File: src/rtl/kl_pkg.sv
package kl_pkg;
    typedef enum logic [1:0] {
        ST_OPEN  = 2'd0,
        ST_ARMED = 2'd1,
        ST_HALF  = 2'd2
    } kl_state_e;

    localparam int KL_NUM_PAT = 2;
endpackage

File: src/rtl/kl_key_match.sv
module kl_key_match #(
    parameter int ID_W = 7
) (
    input  logic [ID_W-1:0] ev_id,
    input  logic            ev_press,
    input  logic [ID_W:0]   pattern,
    output logic            used,
    output logic            hit
);
    assign used = |pattern[ID_W-1:0];
    assign hit  = used && (ev_id == pattern[ID_W-1:0]) && (ev_press == pattern[ID_W]);
endmodule

File: src/rtl/kl_tick_gen.sv
module kl_tick_gen #(
    parameter int DIV = 1024
) (
    input  logic clk,
    input  logic rst_n,
    output logic tick
);
    localparam int CW = (DIV > 1) ? $clog2(DIV) : 1;

    generate
        if (DIV <= 1) begin : g_every
            assign tick = 1'b1;
        end else begin : g_count
            logic [CW-1:0] cnt;
            localparam logic [CW-1:0] LAST = CW'(DIV - 1);
            always_ff @(posedge clk) begin
                if (!rst_n)           cnt <= '0;
                else if (cnt == LAST) cnt <= '0;
                else                  cnt <= cnt + 1'b1;
            end
            assign tick = (cnt == LAST);
        end
    endgenerate
endmodule

File: src/rtl/kl_mask_timer.sv
module kl_mask_timer #(
    parameter int MT_W = 4
) (
    input  logic            clk,
    input  logic            rst_n,
    input  logic            clr,
    input  logic            load,
    input  logic [MT_W-1:0] load_val,
    input  logic            tick,
    output logic            active
);
    logic [MT_W-1:0] count;

    always_ff @(posedge clk) begin
        if (!rst_n)                       count <= '0;
        else if (clr)                     count <= '0;
        else if (load)                    count <= load_val;
        else if (tick && count != '0)     count <= count - 1'b1;
    end

    assign active = (count != '0);
endmodule

File: src/rtl/keylock_ctrl.sv
module keylock_ctrl
    import kl_pkg::*;
#(
    parameter int ID_W     = 7,
    parameter int MT_W     = 4,
    parameter int TICK_DIV = 1024
) (
    input  logic            clk,
    input  logic            rst_n,
    input  logic            ev_valid,
    input  logic [ID_W-1:0] ev_id,
    input  logic            ev_press,
    input  logic [ID_W:0]   unlock_a,
    input  logic [ID_W:0]   unlock_b,
    input  logic            lock_en,
    input  logic [MT_W-1:0] mask_time,
    output logic            out_valid,
    output logic [ID_W-1:0] out_id,
    output logic            out_press,
    output logic            locked,
    output logic            lock_irq,
    output logic            event_irq
);
    kl_state_e state, nxt;

    logic [ID_W:0]          pat  [KL_NUM_PAT];
    logic [KL_NUM_PAT-1:0]  used, hit;

    assign pat[0] = unlock_a;
    assign pat[1] = unlock_b;

    genvar g;
    generate
        for (g = 0; g < KL_NUM_PAT; g++) begin : g_match
            kl_key_match #(.ID_W(ID_W)) u_match (
                .ev_id   (ev_id),
                .ev_press(ev_press),
                .pattern (pat[g]),
                .used    (used[g]),
                .hit     (hit[g])
            );
        end
    endgenerate

    // First step uses pattern A if set, else pattern B alone
    logic first_hit, need_second, second_hit;
    assign first_hit   = used[0] ? hit[0] : hit[1];
    assign need_second = used[0] & used[1];
    assign second_hit  = hit[1];

    logic lock_en_q, lock_rise;
    always_ff @(posedge clk) begin
        if (!rst_n) lock_en_q <= 1'b0;
        else        lock_en_q <= lock_en;
    end
    assign lock_rise = lock_en & ~lock_en_q;

    logic tick, mask_active;

    kl_tick_gen #(.DIV(TICK_DIV)) u_tick (
        .clk  (clk),
        .rst_n(rst_n),
        .tick (tick)
    );

    // Event classification for the current cycle
    logic is_open, seq_step, seq_done, blanked, fwd, mask_trig;
    assign is_open  = (state == ST_OPEN);
    assign seq_step = ev_valid && lock_en &&
                      (((state == ST_ARMED) && first_hit) ||
                       ((state == ST_HALF) && second_hit));
    assign seq_done = ev_valid && lock_en &&
                      (((state == ST_ARMED) && first_hit && !need_second) ||
                       ((state == ST_HALF) && second_hit));
    assign blanked  = ev_valid && lock_en && !is_open && !seq_step;
    assign fwd      = ev_valid && is_open;
    assign mask_trig = blanked && (mask_time != '0) && !mask_active;

    kl_mask_timer #(.MT_W(MT_W)) u_mask (
        .clk     (clk),
        .rst_n   (rst_n),
        .clr     (is_open),
        .load    (mask_trig),
        .load_val(mask_time),
        .tick    (tick),
        .active  (mask_active)
    );

    // State register
    always_ff @(posedge clk) begin
        if (!rst_n) state <= ST_OPEN;
        else        state <= nxt;
    end

    // Next-state logic
    always_comb begin
        nxt = state;
        unique case (state)
            ST_OPEN: begin
                if (lock_rise) nxt = ST_ARMED;
            end
            ST_ARMED: begin
                if (!lock_en)
                    nxt = ST_OPEN;
                else if (ev_valid && first_hit)
                    nxt = need_second ? ST_HALF : ST_OPEN;
            end
            ST_HALF: begin
                if (!lock_en)
                    nxt = ST_OPEN;
                else if (ev_valid)
                    nxt = second_hit ? ST_OPEN : ST_ARMED;
            end
            default: nxt = ST_OPEN;
        endcase
    end

    // Outputs
    always_ff @(posedge clk) begin
        if (!rst_n) begin
            out_valid <= 1'b0;
            out_id    <= '0;
            out_press <= 1'b0;
            lock_irq  <= 1'b0;
            event_irq <= 1'b0;
        end else begin
            out_valid <= fwd;
            if (fwd) begin
                out_id    <= ev_id;
                out_press <= ev_press;
            end
            lock_irq  <= seq_done;
            event_irq <= fwd | mask_trig;
        end
    end

    assign locked = (state != ST_OPEN);
endmodule

File: config.mk
export PLATFORM = sky130hd
export DESIGN_NAME = keylock_ctrl
export DESIGN_NICKNAME = d
export VERILOG_FILES = /design/src/rtl/kl_pkg.sv /design/src/rtl/kl_key_match.sv /design/src/rtl/kl_tick_gen.sv /design/src/rtl/kl_mask_timer.sv /design/src/rtl/keylock_ctrl.sv
export SDC_FILE = /design/constraint.sdc
export NUM_CORES = 1
export LEC_CHECK = 0
export BUFFER_PORTS_ARGS = -buffer_cell sky130_fd_sc_hd__buf_2
export CORE_MARGIN = 3
export CORE_UTILIZATION = 50
export DETAILED_ROUTE_END_ITERATION = 10
export GPL_TIMING_DRIVEN = 1
export PLACE_DENSITY = 0.78
export SYNTH_ARGS = -nofsm -noshare
export SYNTH_HDL_FRONTEND = slang
export SYNTH_SLANG_ARGS = --single-unit
File: constraint.sdc
create_clock -name clk -period 1.9 [get_ports clk]
set_input_delay 0.19 -clock clk [delete_from_list [all_inputs] [get_ports clk]]
set_output_delay 0.19 -clock clk [all_outputs]
set_load 0.02 [all_outputs]
==> results.md, run 1 <==
* Status: completed
* Max Cap Viol at 0
* Layout cells sized above 1 at 25.7%
* Max clock buf depth at 2
* Rows at 18
* Final HPWL DP at 2630 um
* Clk slew on worst S/H paths at 0.15 ns
* Clock Latency Late Sink at 0.33 ns
* Fmax at 570 MHz
* Port Buffers at 43
* Setup_tns at 0 ns
* GRT Residual Overflow at 0
* Die area at 0.00353 sq mm
* Cell Pwr Density at 683 mW/mm^2
* Post-synthesis sequential area ratio at 39.2%
* Hold-fix buffers at CTS at 0
* RSZ-0062 raised after global routing: false
* Storage cell area at 561 sq um
* Non-Filler Instances at 244
* GPL Wtd Cong at 0.857
* Count leader, synth: nand2_1
* DP Cell Count at 240
* Final setup fails at 0
* Simple-gate area share of the yosys netlist at 27.6%
* Synth top cells by count: 31 x nand2_1, 28 x dfxtp_1, 22 x xor2_1, 11 x nor2_1, 8 x a21boi_0
* Critical path data arrival time at 2.02 ns
* Endpoints failing hold at 0
* Post-synthesis adder-cell area fraction at 2.63%
* Maximum fanout along the worst path at 5
* Clk sink count at 28
* Period utilization at 92.3%
* Mapped Area at 0.00143 sq mm
* Multiplexer area fraction after synthesis at 0%
* Initial Utilization at 55.2%
* Post CTS Setup Buffer Count at 0
* Mean post-synth cell area at 8.56 sq um
* Vias in the first global route at 1,308
* DRT iter0 DRCs at 56
* First-pass GRT wire length at 5620 um
* Ports at 44
* Worst-Margin Slew at 0.535 ns
* Initial antenna violation count at 0
* Crit. End Element: flip-flop
* Vias at 1,333
* Post-synthesis xor/xnor area fraction at 16.5%
* Post-synth top area cell: dfxtp_1
* Startpoint types: flip-flop
* Yosys reg bits at 28
* TritonCTS Buffers at 3
* Synth Flop Type: dfxtp_1
* 1st-pass router iterations at 4
* DR WL/cell at 13.4 um
* Max-slew headroom at 64.2%
* Final nets at 250
* WP data required at 2.17 ns
* # diodes at 0
* Max-slew violation count at 0
* Hold crit path type: input port to flip-flop
* Chip width at 59.5 um
* Post-Route Skew at 0.00610 ns
* Drt total wl at 3260 um
* Async S/R FF share, synth at 0%
* Hold slack at 0.111 ns
* CTS Root Cell: clkbuf_4
* Compound-gate portion of the synthesized area at 12.2%
* Filler cells at 215
* CTS H-tree depth at 1
* Post-Syn Instances at 167
* CTS tree: done
* Multi-input logic area at 868 sq um
* Layout area overhead at 23.5%
* EDFF count, synth at 0
* Synth cell types at 34
* Synth top area cells: dfxtp_1 39%, xor2_1 13%, nand2_1 8.1%
* Combinational family with the most area after synthesis: simple AND/OR/NAND/NOR gates
* Worst setup path class: flip-flop to flip-flop
* Vias per cell at 5.46
* Leak at 0.000782 uW
* Drt drc at 0
* VDD IR max at 0.484 mV
* Largest net degree at the start of global routing at 19
* Yosys warnings at 0
* Synthesized Nets at 202
* Die Span Y at 59.5 um
* Antenna-violating nets left at 0
* Core box area at 0.00259 sq mm
* GRT Util Overall at 20.6%
* Worst slack at placement at 0.0444 ns
* Post-route core utilization at 68.1%
* Top-area cell type share of the netlist area at 39.2%
* Final worst slack at 0.147 ns
* Min Tclk post-route at 1.75 ns
flip-flops by register name, summed over array words and instances, names as in the netlist:
| register | count |
|---|---|
| out_press | 1 |
| lock_irq | 1 |
| out_id | 7 |
| out_valid | 1 |
| lock_en_q | 1 |
| u_mask.count | 4 |
| state | 2 |
| u_tick.g_count.cnt | 10 |
| event_irq | 1 |
logic make-up after synthesis:
| kind of cell | Yosys count |
|---|---|
| simple gates | 78 |
| flops | 28 |
| xor+xnor | 27 |
| compound gates | 24 |
| buf+inv | 7 |
| fa+ha+maj | 3 |
layout by cell type, fill, tap and decap left out, types with 2 or more instances in the layout:
cell and instances:
a21boi_0 8, a21boi_1 2, and2_1 4, and3_1 3
buf_2 43, clkbuf_4 3, dfxtp_1 28, ha_1 3
inv_1 6, nand2_1 31, nand3_1 5, nand4_1 2
nor2_1 11, nor2b_1 2, nor3_1 7, nor4_1 6
o21ai_0 2, o22ai_1 2, xnor2_1 5, xor2_1 22
where the power goes:
part           internal (uW)  switching, uW
Combinational           80.4            115
Clock                    213            173
Sequential               611           13.5
what timing repair did:
action | 4_1_cts | 5_1_grt
endpoints found under the hold margin | 0 | 0
endpoints found under the setup margin | 1 | 5
gates resized for setup | 0 | 4
pin swaps | 1 | 2
gates cloned | 0 | 0
through the flow:
step                      total power [uW]  instance area (sq um)
after floorplan                        739                   1430
after CTS                             1210                   1740
after global placement                 822                   1690
after detailed placement               830                   1690
final                                 1210                   1760
after global routing                  1260                   1760
worst paths after layout:
check                           slack, ns                   from                    end  cells after the start
worst max register to register       0.15  u_tick.g_count.cnt[0]        u_mask.count[1]                      7
worst max-delay path                 0.15  u_tick.g_count.cnt[0]        u_mask.count[1]                      7
worst min-delay path                 0.11           mask_time[1]        u_mask.count[1]                      3
worst min register to register       0.46  u_tick.g_count.cnt[0]  u_tick.g_count.cnt[0]                      1
area by class of cell:
| type | count | share of cell area, % |
|---|---|---|
| Clock buffer | 3 | 1.28 |
| Clock inverter | 1 | 1.70 |
| Multi-Input combinational cell | 132 | 49.2 |
| Sequential cell | 28 | 31.8 |
| Tap cell | 30 | 2.13 |
| Timing Repair Buffer | 44 | 12.6 |
| Inverter | 6 | 1.28 |
critical path: stages (launching register included):
cell      delay (ns)
dfxtp_1         0.38
ha_1            0.22
nand4_1         0.19
nor4_4          0.38
nor2_1          0.08
a211oi_1        0.23
o21ai_0         0.13
o21ai_1         0.09
per-layer routing:
layer / wire (um) / global-route usage (%) / vias to the layer above
met3: 180 / 1.96 / 5
li1: - / - / 669
met1: 1480 / 27.2 / 618
met5: 0 / 0 / -
met2: 1560 / 34.6 / 41
met4: 40 / 7.12 / 0
(Power assumes the default switching activity.)
==> inputs of run 2 (changes only) <==
CELL_PAD_IN_SITES_DETAIL_PLACEMENT = 0   (was not set)
CELL_PAD_IN_SITES_GLOBAL_PLACEMENT = 1   (was not set)
CORE_UTILIZATION = 36   (was 50)
PLACE_DENSITY = 0.77   (was 0.78)
==> run 2 against run 1 <==
Net effect: sequential cell count unchanged; clock skew shrank 0.0041 ns; first-iteration DRC count grew 75%; clock power fell by 18%; sequential power about the same; setup slack worse by 0.035 ns; power is 5.9% lower.
==> results.md, run 2 (synthesis gave the netlist of run 1 again) <==
* CTS H-tree depth at 1
* Core box area at 0.00374 sq mm
* Slowest CP cell: dfxtp_1
* Period utilization at 94.1%
* Hold slack at 0.172 ns
* Vias at 1,315
* CTS Root Cell: clkbuf_8
* Sw Pwr at 303 uW
* First-pass GRT wire length at 5730 um
* TritonCTS Buffers at 3
* Dpl cell area at 0.00171 sq mm
* VDD IR max at 0.341 mV
* Maximum fanout along the worst path at 4
* Endpoints failing hold at 0
* Die Span Y at 69 um
* Critical path data arrival time at 1.99 ns
* Clock Latency Late Sink at 0.27 ns
* Crit. End Element: flip-flop
* Final HPWL DP at 2740 um
* Biggest register: u_tick.g_count.cnt
* Crit-path most repeated cell: buf_4
* GPL Wtd Cong at 0.818
* Top flop regs: u_tick.g_count.cnt (10), out_id (7), u_mask.count (4)
* Largest net degree at the start of global routing at 19
* Seq pwr share at 54.9%
* Internal power at 832 uW
* Layout cells sized above 1 at 25.9%
* Die area at 0.00476 sq mm
* Worst-Margin Slew at 0.543 ns
* Leak at 0.000786 uW
* Max-slew violation count at 0
* GRT Residual Overflow at 0
* Hold crit path type: input port to flip-flop
* 1st-pass router iterations at 4
* Max clock buf depth at 2
* Antenna-violating nets left at 0
* Commonest non-fill, non-tap cell in the layout: buf_2
* CP Buf/Inv Count at 3
* Rows at 22
* CTS tree: done
* Drt total wl at 3470 um
* Max reg flops at 10
* Layout area overhead at 25.0%
* Ports at 44
* Clk sink count at 28
* Net Sw Frac at 26.7%
* Vias in the first global route at 1,239
* Final nets at 253
* Max-slew headroom at 63.7%
* CP max stage delay at 0.38 ns
* # diodes at 0
* Post-route core utilization at 47.7%
* Max Cap Viol at 0
* WP data required at 2.10 ns
* Vias per cell at 4.98
* Startpoint types: flip-flop
* Fmax at 559 MHz
* Drt drc at 0
* Comb pwr share at 17.2%
* Initial Utilization at 38.2%
* Post-route cell area at 0.00179 sq mm
* GRT Util Overall at 14.8%
* Min Tclk post-route at 1.79 ns
* Cell Pwr Density at 635 mW/mm^2
* Crit path max-delay family: simple AND/OR/NAND/NOR gates
* Post-Route Skew at 0.00197 ns
* Port Buffers at 43
* Most frequent cells in the layout: 43 x buf_2, 31 x nand2_1, 28 x dfxtp_1, 22 x xor2_1, 11 x nor2_1
* Status: completed
* Chip width at 69 um
* DR WL/cell at 13.1 um
* Filler cells at 388
* Worst path cell trace: inv_1 > ha_1 > nor3b_2 > nor4_4 > buf_4 > buf_4 > xnor2_1 > a211oi_2
* DRT iter0 DRCs at 98
* Hold-fix buffers at CTS at 0
* Clk slew on worst S/H paths at 0.09 ns
* Final setup fails at 0
* Clock power frac at 27.9%
* Worst setup path class: flip-flop to flip-flop
* Initial antenna violation count at 0
[run 2: cell types whose count changed in the layout (fill, tap and decap cells not counted)]
cell / change
buf_4: +3
clkbuf_8: +3
clkbuf_4: -3
bufinv_16: -1
nor3b_2: +1
nor3b_4: -1
o22ai_1: +1
o22ai_2: -1
[run 2: path summary, 6_finish.rpt]
| kind | cells past startpoint | from | endpoint | slack, ns |
|---|---|---|---|---|
| max | 8 | u_mask.count[0] | u_mask.count[0] | 0.11 |
| min | 3 | mask_time[1] | u_mask.count[1] | 0.17 |
| max reg2reg | 8 | u_mask.count[0] | u_mask.count[0] | 0.11 |
| min reg2reg | 1 | u_tick.g_count.cnt[0] | u_tick.g_count.cnt[0] | 0.45 |
[run 2: routing by layer]
metal / up-vias / track usage, % / wire, um
li1: 674 / - / -
met1: 590 / 19.7 / 1570
met2: 45 / 23.1 / 1590
met3: 6 / 4.23 / 253
met4: 0 / 4.56 / 57
met5: - / 0 / 0
[run 2: cell type report]
class	instances	area, sq um	area share [%]
clock buffer	3	41.3	2.31
inverter	6	22.5	1.26
multi-input combinational	132	856	47.9
sequential	28	561	31.4
tap	48	60.1	3.36
timing repair buffer	47	245	13.7
[run 2: power groups by stage]
stage / clock, uW / combinational, uW / sequential, uW
4_1_cts: 333 / 197 / 624
3_5_place_dp: 0 / 196 / 637
2_1_floorplan: 0 / 87.3 / 652
3_3_place_gp: 0 / 193 / 636
6_report: 317 / 195 / 623
5_1_grt: 360 / 219 / 626
[run 2: timing repair]
action                                  in CTS  in global routing
resized for setup                            2                  0
endpoints found under the setup margin       1                  2
pin swaps                                    1                  1
buffers inserted                             0                  3
gates cloned                                 0                  0
[run 2: tightest hold or removal path, stage by stage]
cell and delay, ns:
buf_2 0.10, nand2_1 0.06, o21ai_1 0.05
[run 2: stage by stage]
step	setup slack (ns)	TNS, ns	total power, uW	instances
after detailed placement	0.0383	0	833	258
final	0.111	0	1130	264
after CTS	0.0757	0	1150	261
after floorplan	0.241	0	739	167
after global placement	0.117	0	829	258
after global routing	-0.00902	-0.0151	1210	264
